### config.mk
export PLATFORM = sky130hd
export DESIGN_NAME = secded_mem_ecc
export DESIGN_NICKNAME = d
export VERILOG_FILES = /design/src/rtl/secded_pkg.sv /design/src/rtl/secded_chk_gen.sv /design/src/rtl/secded_syn_dec.sv /design/src/rtl/secded_err_log.sv /design/src/rtl/secded_mem_ecc.sv
export SDC_FILE = /design/constraint.sdc
export NUM_CORES = 1
export LEC_CHECK = 0
export BUFFER_PORTS_ARGS = -buffer_cell sky130_fd_sc_hd__buf_2
export CORE_MARGIN = 3
export CORE_UTILIZATION = 35
export DETAILED_ROUTE_END_ITERATION = 8
export PLACE_DENSITY_LB_ADDON = 0.25
export SLEW_MARGIN = 10
export SYNTH_ARGS = -nofsm -noshare
export SYNTH_HDL_FRONTEND = slang
export SYNTH_SLANG_ARGS = --single-unit
### constraint.sdc
create_clock -name clk -period 5.9 [get_ports clk]
set_input_delay 1.475 -clock clk [delete_from_list [all_inputs] [get_ports clk]]
set_output_delay 1.475 -clock clk [all_outputs]
set_load 0.05 [all_outputs]
### src/rtl/secded_pkg.sv
package secded_pkg;

   // number of odd-weight codes of weight three or more in a chk_w-bit field
   function automatic int unsigned code_count(input int unsigned chk_w);
      int unsigned n;
      n = 0;
      for (int unsigned v = 0; v < (32'd1 << chk_w); v++) begin
         if (($countones(v) >= 3) && (($countones(v) % 2) == 1)) n++;
      end
      return n;
   endfunction

   // column code of data bit idx: weight 3 ascending, then weight 5, ...
   function automatic int unsigned data_code(input int unsigned chk_w,
                                             input int unsigned idx);
      int unsigned cnt;
      int unsigned res;
      bit          found;
      cnt   = 0;
      res   = 0;
      found = 1'b0;
      for (int unsigned w = 3; w <= chk_w; w += 2) begin
         for (int unsigned v = 0; v < (32'd1 << chk_w); v++) begin
            if (!found && ($countones(v) == w)) begin
               if (cnt == idx) begin
                  res   = v;
                  found = 1'b1;
               end
               cnt++;
            end
         end
      end
      return res;
   endfunction

   // column code of any position in the stored word
   function automatic int unsigned pos_code(input int unsigned chk_w,
                                            input int unsigned data_w,
                                            input int unsigned pos);
      if (pos < data_w) return data_code(chk_w, pos);
      return 32'd1 << (pos - data_w);
   endfunction

endpackage

### src/rtl/secded_chk_gen.sv
module secded_chk_gen #(
   parameter int unsigned DATA_W = 64,
   parameter int unsigned CHK_W  = 8
) (
   input  logic [DATA_W-1:0] data_i,
   output logic [CHK_W-1:0]  chk_o
);

   logic [CHK_W-1:0] term [DATA_W];

   for (genvar i = 0; i < DATA_W; i++) begin : g_term
      localparam logic [CHK_W-1:0] CODE =
         CHK_W'(secded_pkg::pos_code(CHK_W, DATA_W, i));
      assign term[i] = data_i[i] ? CODE : '0;
   end

   always_comb begin
      chk_o = '0;
      for (int i = 0; i < DATA_W; i++) chk_o ^= term[i];
   end

endmodule

### src/rtl/secded_syn_dec.sv
module secded_syn_dec #(
   parameter int unsigned DATA_W = 64,
   parameter int unsigned CHK_W  = 8,
   parameter int unsigned WORD_W = DATA_W + CHK_W
) (
   input  logic [CHK_W-1:0]  syn_i,
   output logic [DATA_W-1:0] flip_o,
   output logic              ce_o,
   output logic              ue_o
);

   logic [WORD_W-1:0] hit;

   for (genvar p = 0; p < WORD_W; p++) begin : g_hit
      localparam logic [CHK_W-1:0] CODE =
         CHK_W'(secded_pkg::pos_code(CHK_W, DATA_W, p));
      assign hit[p] = (syn_i == CODE);
   end

   assign flip_o = hit[DATA_W-1:0];
   assign ce_o   = |hit;
   assign ue_o   = (syn_i != '0) && !ce_o;

   always_comb begin
      if (ce_o) begin

         single_position_chk: assert ($countones(hit) == 1);

         odd_syndrome_chk: assert (($countones(syn_i) % 2) == 1);
      end
   end

endmodule

### src/rtl/secded_err_log.sv
module secded_err_log #(
   parameter int unsigned CHK_W  = 8,
   parameter int unsigned COL_W  = 10,
   parameter int unsigned ROW_W  = 16,
   parameter int unsigned BANK_W = 3,
   parameter int unsigned RANK_W = 2
) (
   input  logic              clk,
   input  logic              rst_n,
   input  logic              ev_ce_i,
   input  logic              ev_ue_i,
   input  logic [COL_W-1:0]  col_i,
   input  logic [ROW_W-1:0]  row_i,
   input  logic [BANK_W-1:0] bank_i,
   input  logic [RANK_W-1:0] rank_i,
   input  logic [CHK_W-1:0]  syn_i,
   input  logic              clr_i,
   output logic              log_valid_o,
   output logic              log_ue_o,
   output logic [COL_W-1:0]  log_col_o,
   output logic [ROW_W-1:0]  log_row_o,
   output logic [BANK_W-1:0] log_bank_o,
   output logic [RANK_W-1:0] log_rank_o,
   output logic [CHK_W-1:0]  log_syn_o,
   output logic              sts_ce_o,
   output logic              sts_ue_o
);

   if (COL_W == 0 || ROW_W == 0 || BANK_W == 0 || RANK_W == 0) begin : g_bad_tag
      $error("secded_err_log: address tag widths must be non-zero");
   end

   logic keep_valid, keep_ue, take_ue, take_ce;

   assign keep_valid = log_valid_o && !clr_i;
   assign keep_ue    = log_ue_o && !clr_i;
   assign take_ue    = ev_ue_i && !(keep_valid && keep_ue);
   assign take_ce    = ev_ce_i && !keep_valid;

   always_ff @(posedge clk) begin
      if (!rst_n) begin
         log_valid_o <= 1'b0;
         log_ue_o    <= 1'b0;
         log_col_o   <= '0;
         log_row_o   <= '0;
         log_bank_o  <= '0;
         log_rank_o  <= '0;
         log_syn_o   <= '0;
      end else if (take_ue || take_ce) begin
         log_valid_o <= 1'b1;
         log_ue_o    <= ev_ue_i;
         log_col_o   <= col_i;
         log_row_o   <= row_i;
         log_bank_o  <= bank_i;
         log_rank_o  <= rank_i;
         log_syn_o   <= syn_i;
      end else if (clr_i) begin
         log_valid_o <= 1'b0;
         log_ue_o    <= 1'b0;
         log_col_o   <= '0;
         log_row_o   <= '0;
         log_bank_o  <= '0;
         log_rank_o  <= '0;
         log_syn_o   <= '0;
      end
   end

   always_ff @(posedge clk) begin
      if (!rst_n) begin
         sts_ce_o <= 1'b0;
         sts_ue_o <= 1'b0;
      end else begin
         sts_ce_o <= (sts_ce_o && !clr_i) || ev_ce_i;
         sts_ue_o <= (sts_ue_o && !clr_i) || ev_ue_i;
      end
   end


   ue_entry_hold_chk: assert property (@(posedge clk) disable iff (!rst_n)
      log_valid_o && log_ue_o && !clr_i |=>
         log_valid_o && log_ue_o && $stable(log_syn_o) && $stable(log_row_o));


   ce_no_overwrite_chk: assert property (@(posedge clk) disable iff (!rst_n)
      log_valid_o && !log_ue_o && !clr_i && ev_ce_i && !ev_ue_i |=>
         $stable(log_syn_o) && $stable(log_col_o) && !log_ue_o);


   clear_empties_chk: assert property (@(posedge clk) disable iff (!rst_n)
      clr_i && !ev_ce_i && !ev_ue_i |=> !log_valid_o && !sts_ce_o && !sts_ue_o);

endmodule

### src/rtl/secded_mem_ecc.sv
module secded_mem_ecc #(
   parameter int unsigned DATA_W = 64,
   parameter int unsigned CHK_W  = 8,
   parameter int unsigned COL_W  = 10,
   parameter int unsigned ROW_W  = 16,
   parameter int unsigned BANK_W = 3,
   parameter int unsigned RANK_W = 2,
   localparam int unsigned WORD_W = DATA_W + CHK_W
) (
   input  logic              clk,
   input  logic              rst_n,
   input  logic [DATA_W-1:0] wr_data_i,
   output logic [WORD_W-1:0] wr_word_o,
   input  logic              rd_valid_i,
   input  logic [WORD_W-1:0] rd_word_i,
   input  logic [COL_W-1:0]  rd_col_i,
   input  logic [ROW_W-1:0]  rd_row_i,
   input  logic [BANK_W-1:0] rd_bank_i,
   input  logic [RANK_W-1:0] rd_rank_i,
   input  logic              log_clr_i,
   output logic              out_valid_o,
   output logic [DATA_W-1:0] out_data_o,
   output logic [CHK_W-1:0]  out_syndrome_o,
   output logic              out_ce_o,
   output logic              out_ue_o,
   output logic              log_valid_o,
   output logic              log_ue_o,
   output logic [COL_W-1:0]  log_col_o,
   output logic [ROW_W-1:0]  log_row_o,
   output logic [BANK_W-1:0] log_bank_o,
   output logic [RANK_W-1:0] log_rank_o,
   output logic [CHK_W-1:0]  log_syn_o,
   output logic              sts_ce_o,
   output logic              sts_ue_o
);

   if (CHK_W < 4 || CHK_W > 16) begin : g_bad_chk
      $error("secded_mem_ecc: CHK_W must lie in 4..16");
   end
   if (secded_pkg::code_count(CHK_W) < DATA_W) begin : g_bad_data
      $error("secded_mem_ecc: too few odd-weight column codes for DATA_W");
   end

   // write path
   logic [CHK_W-1:0] wr_chk;

   secded_chk_gen #(.DATA_W(DATA_W), .CHK_W(CHK_W)) u_wr_gen (
      .data_i (wr_data_i),
      .chk_o  (wr_chk)
   );

   assign wr_word_o = {wr_chk, wr_data_i};

   // read path
   logic [CHK_W-1:0]  rd_chk, syn;
   logic [DATA_W-1:0] flip;
   logic              is_ce, is_ue;

   secded_chk_gen #(.DATA_W(DATA_W), .CHK_W(CHK_W)) u_rd_gen (
      .data_i (rd_word_i[DATA_W-1:0]),
      .chk_o  (rd_chk)
   );

   assign syn = rd_chk ^ rd_word_i[WORD_W-1:DATA_W];

   secded_syn_dec #(.DATA_W(DATA_W), .CHK_W(CHK_W)) u_dec (
      .syn_i  (syn),
      .flip_o (flip),
      .ce_o   (is_ce),
      .ue_o   (is_ue)
   );

   logic ev_ce, ev_ue;
   assign ev_ce = rd_valid_i && is_ce;
   assign ev_ue = rd_valid_i && is_ue;

   always_ff @(posedge clk) begin
      if (!rst_n) begin
         out_valid_o    <= 1'b0;
         out_ce_o       <= 1'b0;
         out_ue_o       <= 1'b0;
         out_data_o     <= '0;
         out_syndrome_o <= '0;
      end else begin
         out_valid_o <= rd_valid_i;
         out_ce_o    <= ev_ce;
         out_ue_o    <= ev_ue;
         if (rd_valid_i) begin
            out_data_o     <= rd_word_i[DATA_W-1:0] ^ flip;
            out_syndrome_o <= syn;
         end
      end
   end

   secded_err_log #(
      .CHK_W(CHK_W), .COL_W(COL_W), .ROW_W(ROW_W),
      .BANK_W(BANK_W), .RANK_W(RANK_W)
   ) u_log (
      .clk         (clk),
      .rst_n       (rst_n),
      .ev_ce_i     (ev_ce),
      .ev_ue_i     (ev_ue),
      .col_i       (rd_col_i),
      .row_i       (rd_row_i),
      .bank_i      (rd_bank_i),
      .rank_i      (rd_rank_i),
      .syn_i       (syn),
      .clr_i       (log_clr_i),
      .log_valid_o (log_valid_o),
      .log_ue_o    (log_ue_o),
      .log_col_o   (log_col_o),
      .log_row_o   (log_row_o),
      .log_bank_o  (log_bank_o),
      .log_rank_o  (log_rank_o),
      .log_syn_o   (log_syn_o),
      .sts_ce_o    (sts_ce_o),
      .sts_ue_o    (sts_ue_o)
   );


   idle_flags_chk: assert property (@(posedge clk) disable iff (!rst_n)
      !out_valid_o |-> !out_ce_o && !out_ue_o);


   ce_ue_excl_chk: assert property (@(posedge clk) disable iff (!rst_n)
      !(out_ce_o && out_ue_o));


   clean_read_chk: assert property (@(posedge clk) disable iff (!rst_n)
      out_valid_o && (out_syndrome_o == '0) |-> !out_ce_o && !out_ue_o);


   sticky_follow_chk: assert property (@(posedge clk) disable iff (!rst_n)
      (out_ce_o |-> sts_ce_o) and (out_ue_o |-> sts_ue_o));

endmodule

# After elaboration in Yosys (flattened, before gate mapping)
# Cells that the tools add are included.
# classes
eq_ne	72
bitwise	128
n_reduce_logical	20
n_mux	141
# op_table
op	count
XOR 8 bit	127
2-to-1 mux 8 bit	44
2-to-1 mux 7 bit	34
2-to-1 mux 6 bit	30
equality test 8 bit (second input constant)	22
equality test 8 x 7 -> 1 bit (second input constant)	18
equality test 8 x 6 -> 1 bit (second input constant)	16
OR reduction 72 bit	1
2-to-1 mux 5 bit	14
equality test 8 x 5 -> 1 bit (second input constant)	8
XOR 64 bit	1
equality test 8 x 4 -> 1 bit (second input constant)	4
2-to-1 mux 16 bit	2
2-to-1 mux 4 bit	6
2-to-1 mux 10 bit	2
equality test 8 x 3 -> 1 bit (second input constant)	2
2-to-1 mux 3 bit	4
logical AND 1 bit	10
equality test 8 x 1 -> 1 bit (second input constant)	1
equality test 8 x 2 -> 1 bit (second input constant)	1
nonzero test 8 bit	1
zero test 1 bit	4
2-to-1 mux 2 bit	2
logical OR 1 bit	3
other kinds (2)	4
# totals
reg_bits	118
inputBits	171

# Depth between registers and ports, before layout
# Gate-level depths: netlist of the first run.
# logic_depth
depth_word	73
mapped_depth	16
mapped_depth_nobuf	12

# Cells and area by module
# Synthesis of the first run repeated with hierarchy kept, for this count alone.
# unflattened
cells_unflattened	1013
hier_area_um2	9614.2
# by_module_without_submodules
mod	cells_per_inst	area_per_inst_um2	instances
secded_mem_ecc	392	3540.9	1
secded_chk_gen	109	1380.1	2
secded_err_log	189	1926.8	1
secded_syn_dec	214	1386.3	1

# Least setup slack after synthesis of the first run
# OpenSTA, ideal clock, no wires.
# synth_path
path_kind	input port to flip-flop
startpoint	input port rd_word_i[56]
endpoint	register u_log.log_bank_o[1]
arrival_time_ns	4.851
path_stages	14
n_path_buf	4
path_slack_ns	0.916
path_cell_list	xnor2_1 xnor3_1 xor3_1 xnor3_2 buf_6 buf_2 a31oi_1 o22ai_1 or4b_4 o41a_1 buf_4 buf_6 o21ai_1 a21oi_1
# synth_via
elab_chain_cells	18
word_cells_on_any_way	93
cone_classes	eq/ne (72); mux (2); bitwise (9); reduce/logical (10)
# synth_lines
element	line	source
start, declared	secded_mem_ecc.sv:15	input logic [WORD_W-1:0] rd_word_i,
2-to-1 mux 5 bit *	secded_chk_gen.sv:14	assign term[i] = data_i[i] ? CODE : '0;
XOR 8 bit * (8 in series)	secded_chk_gen.sv:19	for (int i = 0; i < DATA_W; i++) chk_o ^= term[i];
XOR 8 bit *	secded_mem_ecc.sv:64	assign syn = rd_chk ^ rd_word_i[WORD_W-1:DATA_W];
equality test 8 x 3 -> 1 bit (tied with other cells)	secded_syn_dec.sv:17	assign hit[p] = (syn_i == CODE);
OR reduction 72 bit	secded_syn_dec.sv:21	assign ce_o = |hit;
zero test 1 bit	secded_syn_dec.sv:22	assign ue_o = (syn_i != '0) && !ce_o;
logical AND 1 bit	secded_syn_dec.sv:22	
logical AND 1 bit	secded_mem_ecc.sv:75	assign ev_ue = rd_valid_i && is_ue;
logical AND 1 bit	secded_err_log.sv:37	assign take_ue = ev_ue_i && !(keep_valid && keep_ue);
logical OR 1 bit *	secded_err_log.sv:49	end else if (take_ue || take_ce) begin
2-to-1 mux 3 bit or nonzero test 2 bit (tied branches)	-	
end signal, assigned	secded_err_log.sv:54	log_bank_o <= bank_i;
end, declared	secded_err_log.sv:22	output logic [BANK_W-1:0] log_bank_o,
# Every way passes the cells marked *; elsewhere a longest branch is shown, timed or not.
# A chain may end at the register's enable or synchronous reset.

# Worst setup path in the final report of the first run
# layout_path
startpoint	input port rd_word_i[63]
endpoint	register u_log.log_bank_o[2]
# layout_via
elab_chain_cells	11
word_cells_on_any_way	86
cone_classes	eq/ne (72); mux (2); bitwise (2); reduce/logical (10)
# layout_lines
element	line
2-to-1 mux 7 bit *	secded_chk_gen.sv:14
XOR 8 bit *	secded_chk_gen.sv:19
XOR 8 bit *	secded_mem_ecc.sv:64
equality test 8 x 3 -> 1 bit (tied with other cells)	secded_syn_dec.sv:17
OR reduction 72 bit	secded_syn_dec.sv:21
zero test 1 bit	secded_syn_dec.sv:22
logical AND 1 bit	secded_syn_dec.sv:22
logical AND 1 bit	secded_mem_ecc.sv:75
logical AND 1 bit	secded_err_log.sv:37
logical OR 1 bit *	secded_err_log.sv:49
2-to-1 mux 3 bit or nonzero test 2 bit (tied branches)	-
# Marks and branches as above.

==> results of run 1 <==
[layout make-up]
| type | count | area (um2) | area share, % |
|---|---|---|---|
| multi-input cells | 842 | 6230 | 53.0 |
| flip-flops and latches | 118 | 2360 | 20.1 |
| repair buffers | 399 | 2120 | 18.1 |
| clock buffers | 19 | 443 | 3.77 |
| well taps | 335 | 419 | 3.57 |
| clock inverters | 13 | 169 | 1.44 |
| inverters | 3 | 12.5 | 0.106 |
| diodes | 1 | 2.50 | 0.0213 |
[cell usage after synthesis (3+ instances only)]
cell / count
nor4_1: 5
a211oi_1: 50
nand4_1: 22
xnor3_2: 3
clkbuf_1: 45
mux2_2: 3
a311oi_1: 21
a21oi_1: 47
xnor3_1: 25
buf_6: 5
nand3_1: 48
buf_2: 15
xor2_1: 35
or3_1: 24
buf_4: 68
nor3_1: 11
nand2_1: 31
xnor2_1: 230
nor2_1: 124
o22ai_1: 6
o21ai_1: 11
xnor2_2: 3
nor2b_1: 41
o21ai_0: 54
xor3_1: 4
mux2i_1: 6
dfxtp_1: 118
or4_1: 3
and2_1: 3
[cells by family (layout without fill, tap and decap cells)]
logic type / Yosys count / count (layout) / synth area share, %
DFF: 118 / 118 / 25.1
AOI/OAI and AO/OA: 206 / 206 / 14.1
and+or+nand+nor: 322 / 322 / 16.8
buffers and inverters: 137 / 434 / 8.78
xor gates and xnor gates: 305 / 305 / 34.2
other: 0 / 1 / 0
muxes: 9 / 9 / 0.998
[stage by stage]
step	cell area (um2)	std cells	power (uW)	hold WS, ns	setup slack (ns)
6_report	11800	1730	7120	0.455	0.600
5_1_grt	11800	1730	7500	0.492	0.430
4_1_cts	11800	1729	7100	0.455	0.680
3_5_place_dp	11100	1697	5970	0.443	0.244
3_3_place_gp	11100	1697	5980	0.432	0.286
2_1_floorplan	9410	1097	4610	0.658	0.916
[final timing paths]
path | slack (ns) | to | from
min | 0.45 | u_log.sts_ue_o | u_log.sts_ue_o
min reg2reg | 0.45 | u_log.sts_ue_o | u_log.sts_ue_o
max | 0.60 | u_log.log_bank_o[2] | rd_word_i[63]
max reg2reg | 4.39 | u_log.log_bank_o[2] | u_log.log_valid_o
[power by group through the flow]
stage	sequential, uW	combinational (uW)	clock, uW
2_1_floorplan	1450	3170	0
3_3_place_gp	1000	4970	0
3_5_place_dp	1010	4970	0
4_1_cts	991	4980	1130
5_1_grt	1010	5330	1160
6_report	990	5020	1110
[metal layers]
| metal | wire length [um] | track usage [%] | vias up |
|---|---|---|---|
| li1 | - | - | 4301 |
| met1 | 13200 | 26.3 | 4146 |
| met2 | 17100 | 40.4 | 422 |
| met3 | 2220 | 3.76 | 61 |
| met4 | 1180 | 9.17 | 0 |
| met5 | 0 | 0 | - |
[worst register-to-register path, delay by kind of cell, from the launching register on]
| family | cells | cell delay [ns] |
|---|---|---|
| AO/OA/AOI/OAI | 3 | 0.56 |
| AND/OR/NAND/NOR | 1 | 0.30 |
| buffers and inverters | 1 | 0.20 |
| flip-flops | 1 | 0.35 |
[registers in the layout, summed over array words and instances (netlist names)]
name / count
u_log.sts_ce_o: 1
out_data_o: 64
out_syndrome_o: 8
u_log.log_row_o: 16
u_log.log_syn_o: 8
out_ue_o: 1
out_ce_o: 1
u_log.sts_ue_o: 1
out_valid_o: 1
u_log.log_ue_o: 1
u_log.log_col_o: 10
u_log.log_bank_o: 3
u_log.log_valid_o: 1
u_log.log_rank_o: 2
==> impl_metrics.env, run 1 <==
export IMPL_outcome="finished clean"
export IMPL_antenna_found_initial=2
export IMPL_required_ns=6.16
export IMPL_grt_pass1_wl_um=49700
export IMPL_crit_family="XOR/XNOR gates"
export IMPL_ys_warn_count=0
export IMPL_max_cap_violations=0
export IMPL_syn_area_per_cell_um2=8.57
export IMPL_cp_data_arrival_time_ns=5.56
export IMPL_dr_first_iter_drc_count=835
export IMPL_hp_class="reg2reg"
export IMPL_finalSetupViolCount=0
export IMPL_async_reset_ff_share_pct=0
export IMPL_netlist_area_um2=9410
export IMPL_cts_sinks=118
export IMPL_drc=0
export IMPL_fill_cells=2636
export IMPL_cts_setup_buffers=0
export IMPL_grt_max_degree=92
export IMPL_routed_via_density=5.16
export IMPL_htreeDepth=4
export IMPL_worstHoldPathCells=2
export IMPL_ys_ff_latch=118
export IMPL_p_int_uw=3280
export IMPL_vdd_ir_drop_max_uv=298
export IMPL_setup_worst_path_start_class="input pin"
export IMPL_reg2reg_depth=5
export IMPL_period_share_pct=89.8
export IMPL_synth_edf_count=0
export IMPL_slowest_stage="xor3_2"
export IMPL_clkPwrFrac_pct=15.6
export IMPL_rows=59
export IMPL_die_area_um2=28900
export IMPL_hpwlAfterDp_um=25900
export IMPL_pwr_share_comb_pct=70.5
export IMPL_p_leak_uw=0.00497
export IMPL_grt_pass1_vias=8448
export IMPL_seqPwrFrac_pct=13.9
export IMPL_path_class="in2reg"
export IMPL_grt_usage_pct=22.4
export IMPL_layout_min_cycle_time_ns=5.30
export IMPL_max_slew_margin_pct=30.0
export IMPL_finalClockSkew_ns=0.0106
export IMPL_layout_nets=1552
export IMPL_wl_per_cell_um=19.5
export IMPL_cts_tree="built"
export IMPL_seq_area_frac_synth_pct=25.1
export IMPL_postRouteAntennaNets=0
export IMPL_first_pass_iters=5
export IMPL_core_um2=26200
export IMPL_timing_setup_tns_ns=0
export IMPL_grt_ovfl_total=0
export IMPL_start_util_pct=35.9
export IMPL_ys_flop_type="dfxtp_1"
export IMPL_path_buf_inv=2
export IMPL_synth_distinct_cells=61
export IMPL_vias=8930
export IMPL_critical_path_cell_chain="buf_2, xnor3_1, xor2_1, xor3_2, xor2_4, xnor2_1, a21o_1, a31oi_1, o22ai_1, or4b_4, o41a_1, buf_12, o21ai_0, a21oi_1"
export IMPL_crit_cells=14
export IMPL_ioPinCount=361
export IMPL_worst_slew_pin_slew_ns=1.05
export IMPL_end_kind="flop"
export IMPL_final_common_cell="buf_2"
export IMPL_max_freq_mhz=189
export IMPL_powerDensity_nw_per_um2=606
export IMPL_syn_inst=1097
export IMPL_clk_latency_ns=0.43
export IMPL_die_w_um=170
export IMPL_switching_power_uw=3840
export IMPL_cts_made_buffers=17
export IMPL_drive_gt1_share_pct=32.4
export IMPL_synth_top_area_share_pct=25.1
export IMPL_synth_fp_nets=1268
export IMPL_synth_area_leaders="dfxtp_1 25%, xnor2_1 21%, xnor3_1 6.0%, buf_4 5.4%, nor2_1 4.9%"
export IMPL_fin_util_pct=44.9
export IMPL_clockBufferDepth=2
export IMPL_finalHoldViolations=0
export IMPL_place_congestion=0.912
export IMPL_cts_resized=0
export IMPL_die_height_um=170
export IMPL_finalMaxSlewViolations=0
export IMPL_syn_to_final_growth_pct=25.0
export IMPL_final_cell_mix="359 x buf_2, 229 x xnor2_1, 124 x nor2_1"
export IMPL_clkTransAtPathRegs_ns=0.06
export IMPL_yosysTopAreaCell="dfxtp_1"
export IMPL_wl_um=33700
export IMPL_rsz0062_at_grt="no"
export IMPL_cpPeakStageDelay_ns=0.59
export IMPL_io_buffers=360
export IMPL_root_buffer="clkbuf_16"
export IMPL_hold_buffers=0
export IMPL_cp_max_fo=39
export IMPL_switching_share_pct=53.9
Power figures use the tool's default switching activity.
==> inputs of run 2 (changes only) <==
--- a/config.mk
+++ b/config.mk
@@ -9,7 +9,8 @@
 export CORE_MARGIN = 3
 export CORE_UTILIZATION = 35
 export DETAILED_ROUTE_END_ITERATION = 8
-export PLACE_DENSITY_LB_ADDON = 0.25
+export PLACE_DENSITY = 0.69
+export RECOVER_POWER = 50
 export SLEW_MARGIN = 10
 export SYNTH_ARGS = -nofsm -noshare
 export SYNTH_HDL_FRONTEND = slang
==> run 2 against run 1 <==
  * The run now ends with capacitance limit, slew limit left
  * Non-clock buffer count down 7
  * Sequential share of layout area increased by 0.46 points
  * Core utilization is 1.0 points lower
  * Maximum frequency is 1.6% higher
  * Final cell count fell by 0.46%
  * Via count is 1.7% higher
  * Setup slack improved by 0.082 ns
  * Clock power shrank 8%
  * Global-route usage shrank 0.38 points
  * Total power shrank 2.2%
==> impl_metrics.env, run 2 (same netlist as run 1, synthesis figures left out) <==
export IMPL_outcome="complete, but fails checks"
export IMPL_violations="capacitance limit, slew limit"
export IMPL_wl_um=33300
export IMPL_diodes=0
export IMPL_finalMaxSlewViolations=147
export IMPL_rrSetupSlack_ns=4.41
export IMPL_pre_cts_ws_ns=0.338
export IMPL_max_slew_margin_pct=-40.1
export IMPL_ioPinCount=361
export IMPL_cts_made_buffers=17
export IMPL_finalHoldViolations=0
export IMPL_hold_buffers=0
export IMPL_timing_setup_tns_ns=0
export IMPL_routed_via_density=5.28
export IMPL_finalSetupViolCount=0
export IMPL_powerDensity_nw_per_um2=606
export IMPL_cp_startpoint="rd_word_i[33]"
export IMPL_drive_gt1_share_pct=21.3
export IMPL_slowest_stage="xor2_1"
export IMPL_postRouteAntennaNets=0
export IMPL_final_cell_mix="229 x xnor2_1, 209 x buf_2, 151 x clkbuf_1"
export IMPL_grt_max_degree=106
export IMPL_cp_max_fo=39
export IMPL_first_pass_iters=6
export IMPL_io_buffers=360
export IMPL_end_kind="flop"
export IMPL_rows=59
export IMPL_fill_cells=2670
export IMPL_rsz0062_at_grt="no"
export IMPL_path_buf_inv=2
export IMPL_rr_endpoint="u_log.log_col_o[1]"
export IMPL_required_ns=6.21
export IMPL_crit_path_frequent_cell="xnor3_1"
export IMPL_period_share_pct=88.5
export IMPL_clkTransAtPathRegs_ns=0.05
export IMPL_max_freq_mhz=192
export IMPL_max_cap_violations=2
export IMPL_worstHoldStart="u_log.sts_ue_o"
export IMPL_cp_data_arrival_time_ns=5.53
export IMPL_grt_usage_pct=22.0
export IMPL_antenna_found_initial=1
export IMPL_grt_pass1_wl_um=49500
export IMPL_cts_sinks=118
export IMPL_reg_top3="out_data_o (64), u_log.log_row_o (16), u_log.log_col_o (10)"
export IMPL_core_um2=26200
export IMPL_fin_util_pct=43.9
export IMPL_htreeDepth=4
export IMPL_grt_ovfl_total=0
export IMPL_root_buffer="clkbuf_16"
export IMPL_vias=9084
export IMPL_min_to="u_log.sts_ue_o"
export IMPL_cts_tree="built"
export IMPL_start_util_pct=35.9
export IMPL_final_common_cell="xnor2_1"
export IMPL_clk_latency_ns=0.42
export IMPL_wl_per_cell_um=19.3
export IMPL_clockBufferDepth=2
export IMPL_worstHoldPathCells=2
export IMPL_die_height_um=170
export IMPL_path_class="in2reg"
export IMPL_p_leak_uw=0.00439
export IMPL_die_w_um=170
export IMPL_syn_to_final_growth_pct=22.2
export IMPL_hp_class="reg2reg"
export IMPL_worst_slack_ns=0.681
export IMPL_grt_pass1_vias=8523
export IMPL_cts_setup_buffers=0
export IMPL_crit_family="XOR/XNOR gates"
export IMPL_setup_worst_path_start_class="input pin"
export IMPL_drc=0
export IMPL_cts_resized=0
export IMPL_hpwlAfterDp_um=25900
export IMPL_die_area_um2=28900
export IMPL_layout_min_cycle_time_ns=5.22
export IMPL_layout_nets=1545
export IMPL_reg2reg_depth=5
export IMPL_regMostFlops="out_data_o"
export IMPL_vdd_ir_drop_max_uv=358
export IMPL_rr_startpoint="u_log.log_valid_o"
export IMPL_cpPeakStageDelay_ns=0.73
export IMPL_largest_reg_flops=64
export IMPL_place_congestion=0.970
export IMPL_dr_first_iter_drc_count=1029
export IMPL_finalClockSkew_ns=0.00932
export IMPL_critical_path_cell_chain="buf_2, xnor3_1, xnor3_1, xnor3_1, xor2_1, nand4_1, a2111oi_0, nor4_1, and4b_1, o2111ai_2, o41a_1, buf_12, o21ai_0, a21oi_1"
export IMPL_worst_slew_pin_slew_ns=2.10
==> run 2: cell count changes in the layout (fill, tap and decap cells not counted), moves of 2 or more <==
| cell | change |
|---|---|
| buf_2 | -150 |
| clkbuf_1 | +150 |
| clkinv_4 | +3 |
| bufinv_16 | -2 |
| clkbuf_8 | +2 |
| buf_4 | -10 |
==> run 2: report_power, final <==
group | internal (uW) | total (uW) | switching, uW
sequential | 931 | 994 | 63.2
clock | 618 | 1020 | 397
combinational | 1620 | 4950 | 3330
==> run 2: worst max-delay path by stage <==
stage	depth (start not counted)	end	slack, ns
after global routing	14	u_log.log_col_o[1]	0.37
final	14	u_log.log_col_o[1]	0.68
after global placement	14	u_log.log_syn_o[7]	0.35
after floorplan	14	u_log.log_bank_o[1]	0.92
after detailed placement	14	u_log.log_row_o[12]	0.34
after CTS	14	u_log.log_col_o[1]	0.74
==> run 2: tightest hold or removal path, delay by kind of cell (launching register included) <==
family,cells,cell delay [ns]
flip-flops,1,0.32
AND/OR/NAND/NOR,2,0.09
==> run 2: through the flow <==
stage               cells  hold WS (ns)  total power, uW  instance area [um2]
finish               1722         0.458             6960                11500
detailed placement   1690         0.438             5930                11100
floorplan            1097         0.658             4610                 9410
global route         1722         0.495             7320                11500
CTS                  1722         0.446             6960                11700
global placement     1690         0.430             5920                11100
==> run 2: area by class of cell <==
cell class	count	area (um2)	area share, %
Inverter	3	12.5	0.109
Clock inverter	12	119	1.03
Sequential cell	118	2360	20.6
Clock buffer	20	467	4.06
Timing Repair Buffer	392	1890	16.4
Multi-Input combinational cell	842	6230	54.2
Tap cell	335	419	3.65
==> run 2: routing by layer <==
metal  vias up  track usage (%)  routed length [um]
met5         -                0                   0
met4         0             8.32                1120
met3        61             3.65                2340
met2       455             40.1               17200
met1      4296             25.8               12700
li1       4272                -                   -
==> inputs of run 3 (changes only) <==
--- a/config.mk
+++ b/config.mk
@@ -6,6 +6,7 @@
 export NUM_CORES = 1
 export LEC_CHECK = 0
 export BUFFER_PORTS_ARGS = -buffer_cell sky130_fd_sc_hd__buf_2
+export CORE_ASPECT_RATIO = 0.75
 export CORE_MARGIN = 3
 export CORE_UTILIZATION = 35
 export DETAILED_ROUTE_END_ITERATION = 8
==> run 3 against run 2 <==
  * Largest power group unchanged
  * Clock-buffer cell count unchanged
  * Final cell count increased by 0.52%
  * Final area about the same
  * The run still ends with capacitance limit, slew limit left
  * Largest cell class unchanged
  * Total power decreased by 0.54%
  * Via count decreased by 1.0%
==> impl_metrics.env, run 3 (same netlist as run 1, synthesis figures left out) <==
export IMPL_clk_latency_ns=0.43
export IMPL_wl_um=33300
export IMPL_fin_util_pct=43.8
export IMPL_fin_area_um2=11500
export IMPL_cts_setup_buffers=0
export IMPL_vias=8990
export IMPL_grt_usage_pct=22.0
export IMPL_period_share_pct=89.4
export IMPL_cts_tree="built"
export IMPL_antenna_found_initial=1
export IMPL_setup_worst_path_start_class="input pin"
export IMPL_powerDensity_nw_per_um2=603
export IMPL_dpl_cell_area_um2=11100
export IMPL_drive_gt1_share_pct=21.1
export IMPL_die_height_um=148
export IMPL_grt_pass1_vias=8636
export IMPL_max_slew_margin_pct=-36.4
export IMPL_htreeDepth=4
export IMPL_cp_max_fo=34
export IMPL_finalMaxSlewViolations=147
export IMPL_wl_per_cell_um=19.2
export IMPL_clkTransAtPathRegs_ns=0.06
export IMPL_worst_slew_pin_slew_ns=2.05
export IMPL_grt_ovfl_total=0
export IMPL_finalSetupViolCount=0
export IMPL_ioPinCount=361
export IMPL_cp_data_arrival_time_ns=5.60
export IMPL_p_leak_uw=0.00437
export IMPL_path_class="in2reg"
export IMPL_cts_made_buffers=17
export IMPL_root_buffer="clkbuf_16"
export IMPL_layout_nets=1545
export IMPL_finalHoldViolations=0
export IMPL_max_cap_violations=2
export IMPL_rows=51
export IMPL_syn_to_final_growth_pct=22.1
export IMPL_final_common_cell="xnor2_1"
export IMPL_timing_setup_tns_ns=0
export IMPL_largest_reg_flops=64
export IMPL_io_buffers=360
export IMPL_grt_pass1_wl_um=49900
export IMPL_worstHoldPathCells=2
export IMPL_layout_min_cycle_time_ns=5.27
export IMPL_rsz0062_at_grt="no"
export IMPL_vdd_ir_drop_max_uv=543
export IMPL_hpwlAfterDp_um=25900
export IMPL_die_w_um=195
export IMPL_clockBufferDepth=2
export IMPL_hold_buffers=0
export IMPL_place_congestion=0.999
export IMPL_outcome="complete, but fails checks"
export IMPL_reg_top3="out_data_o (64), u_log.log_row_o (16), u_log.log_col_o (10)"
export IMPL_drc=0
export IMPL_routed_via_density=5.19
export IMPL_finalClockSkew_ns=0.00860
export IMPL_finalPower_uw=6920
export IMPL_required_ns=6.23
export IMPL_reg2reg_depth=4
export IMPL_hp_class="reg2reg"
export IMPL_cts_resized=0
export IMPL_end_kind="flop"
export IMPL_final_cell_mix="229 x xnor2_1, 207 x buf_2, 153 x clkbuf_1"
export IMPL_grt_max_degree=105
export IMPL_diodes=0
export IMPL_start_util_pct=35.9
export IMPL_regMostFlops="out_data_o"
export IMPL_die_area_um2=28900
export IMPL_core_um2=26200
export IMPL_violations="capacitance limit, slew limit"
export IMPL_first_pass_iters=5
export IMPL_dr_first_iter_drc_count=667
export IMPL_max_freq_mhz=190
export IMPL_cts_sinks=118
export IMPL_postRouteAntennaNets=0
## run 3: cell types whose count changed in the layout (fill, tap and decap cells not counted), sizes merged
cell / delta
buf: -2
clkbuf: +2
clkinv: -3
clkinvlp: +2
inv: +1
## run 3: final cells by class
class	instances	area, um2
fill	2715	14700
tap	344	430
inverter	3	12.5
multi-input combinational	842	6230
sequential	118	2360
timing repair buffer	392	1870
clock inverter	12	116
clock buffer	20	467
## run 3: where the power goes
group / switching (uW) / internal [uW] / leakage, uW / total [uW]
combinational: 3300 / 1590 / 0.00312 / 4890
clock: 421 / 617 / 0.000272 / 1040
sequential: 63.6 / 930 / 0.000977 / 994
total: 3780 / 3140 / 0.00437 / 6920
## run 3: routing by layer
layer	track usage, %	part of all wire (%)
met1	28.0	41
met2	37.9	49
met3	4.44	8.5
met4	6.41	2.0
met5	0	0
## run 3: worst paths after layout
path                            slack, ns                  end            from
worst max-delay path                 0.63  u_log.log_row_o[11]   rd_word_i[56]
worst max register to register       4.34  u_log.log_row_o[11]  u_log.log_ue_o
worst min-delay path                 0.45       u_log.sts_ue_o  u_log.sts_ue_o
worst min register to register       0.45       u_log.sts_ue_o  u_log.sts_ue_o
## run 3: worst max-delay path, stage by stage
cell and delay [ns]:
buf_2 0.13, xnor2_1 0.33, xnor3_1 0.50, xor3_1 0.42, xnor3_2 0.60, nand4_1 0.20, nor2_1 0.11, nor4_1 0.26
and4b_1 0.29, o2111ai_2 0.22, o41ai_4 0.55, buf_12 0.26, nand3_1 0.09, a21oi_1 0.16
## run 3: through the flow
stage	setup WS (ns)	instances	hold slack (ns)
global route	0.424	1731	0.467
finish	0.626	1731	0.445
floorplan	0.916	1097	0.658
detailed placement	0.230	1699	0.431
global placement	0.284	1699	0.432
CTS	0.672	1731	0.441
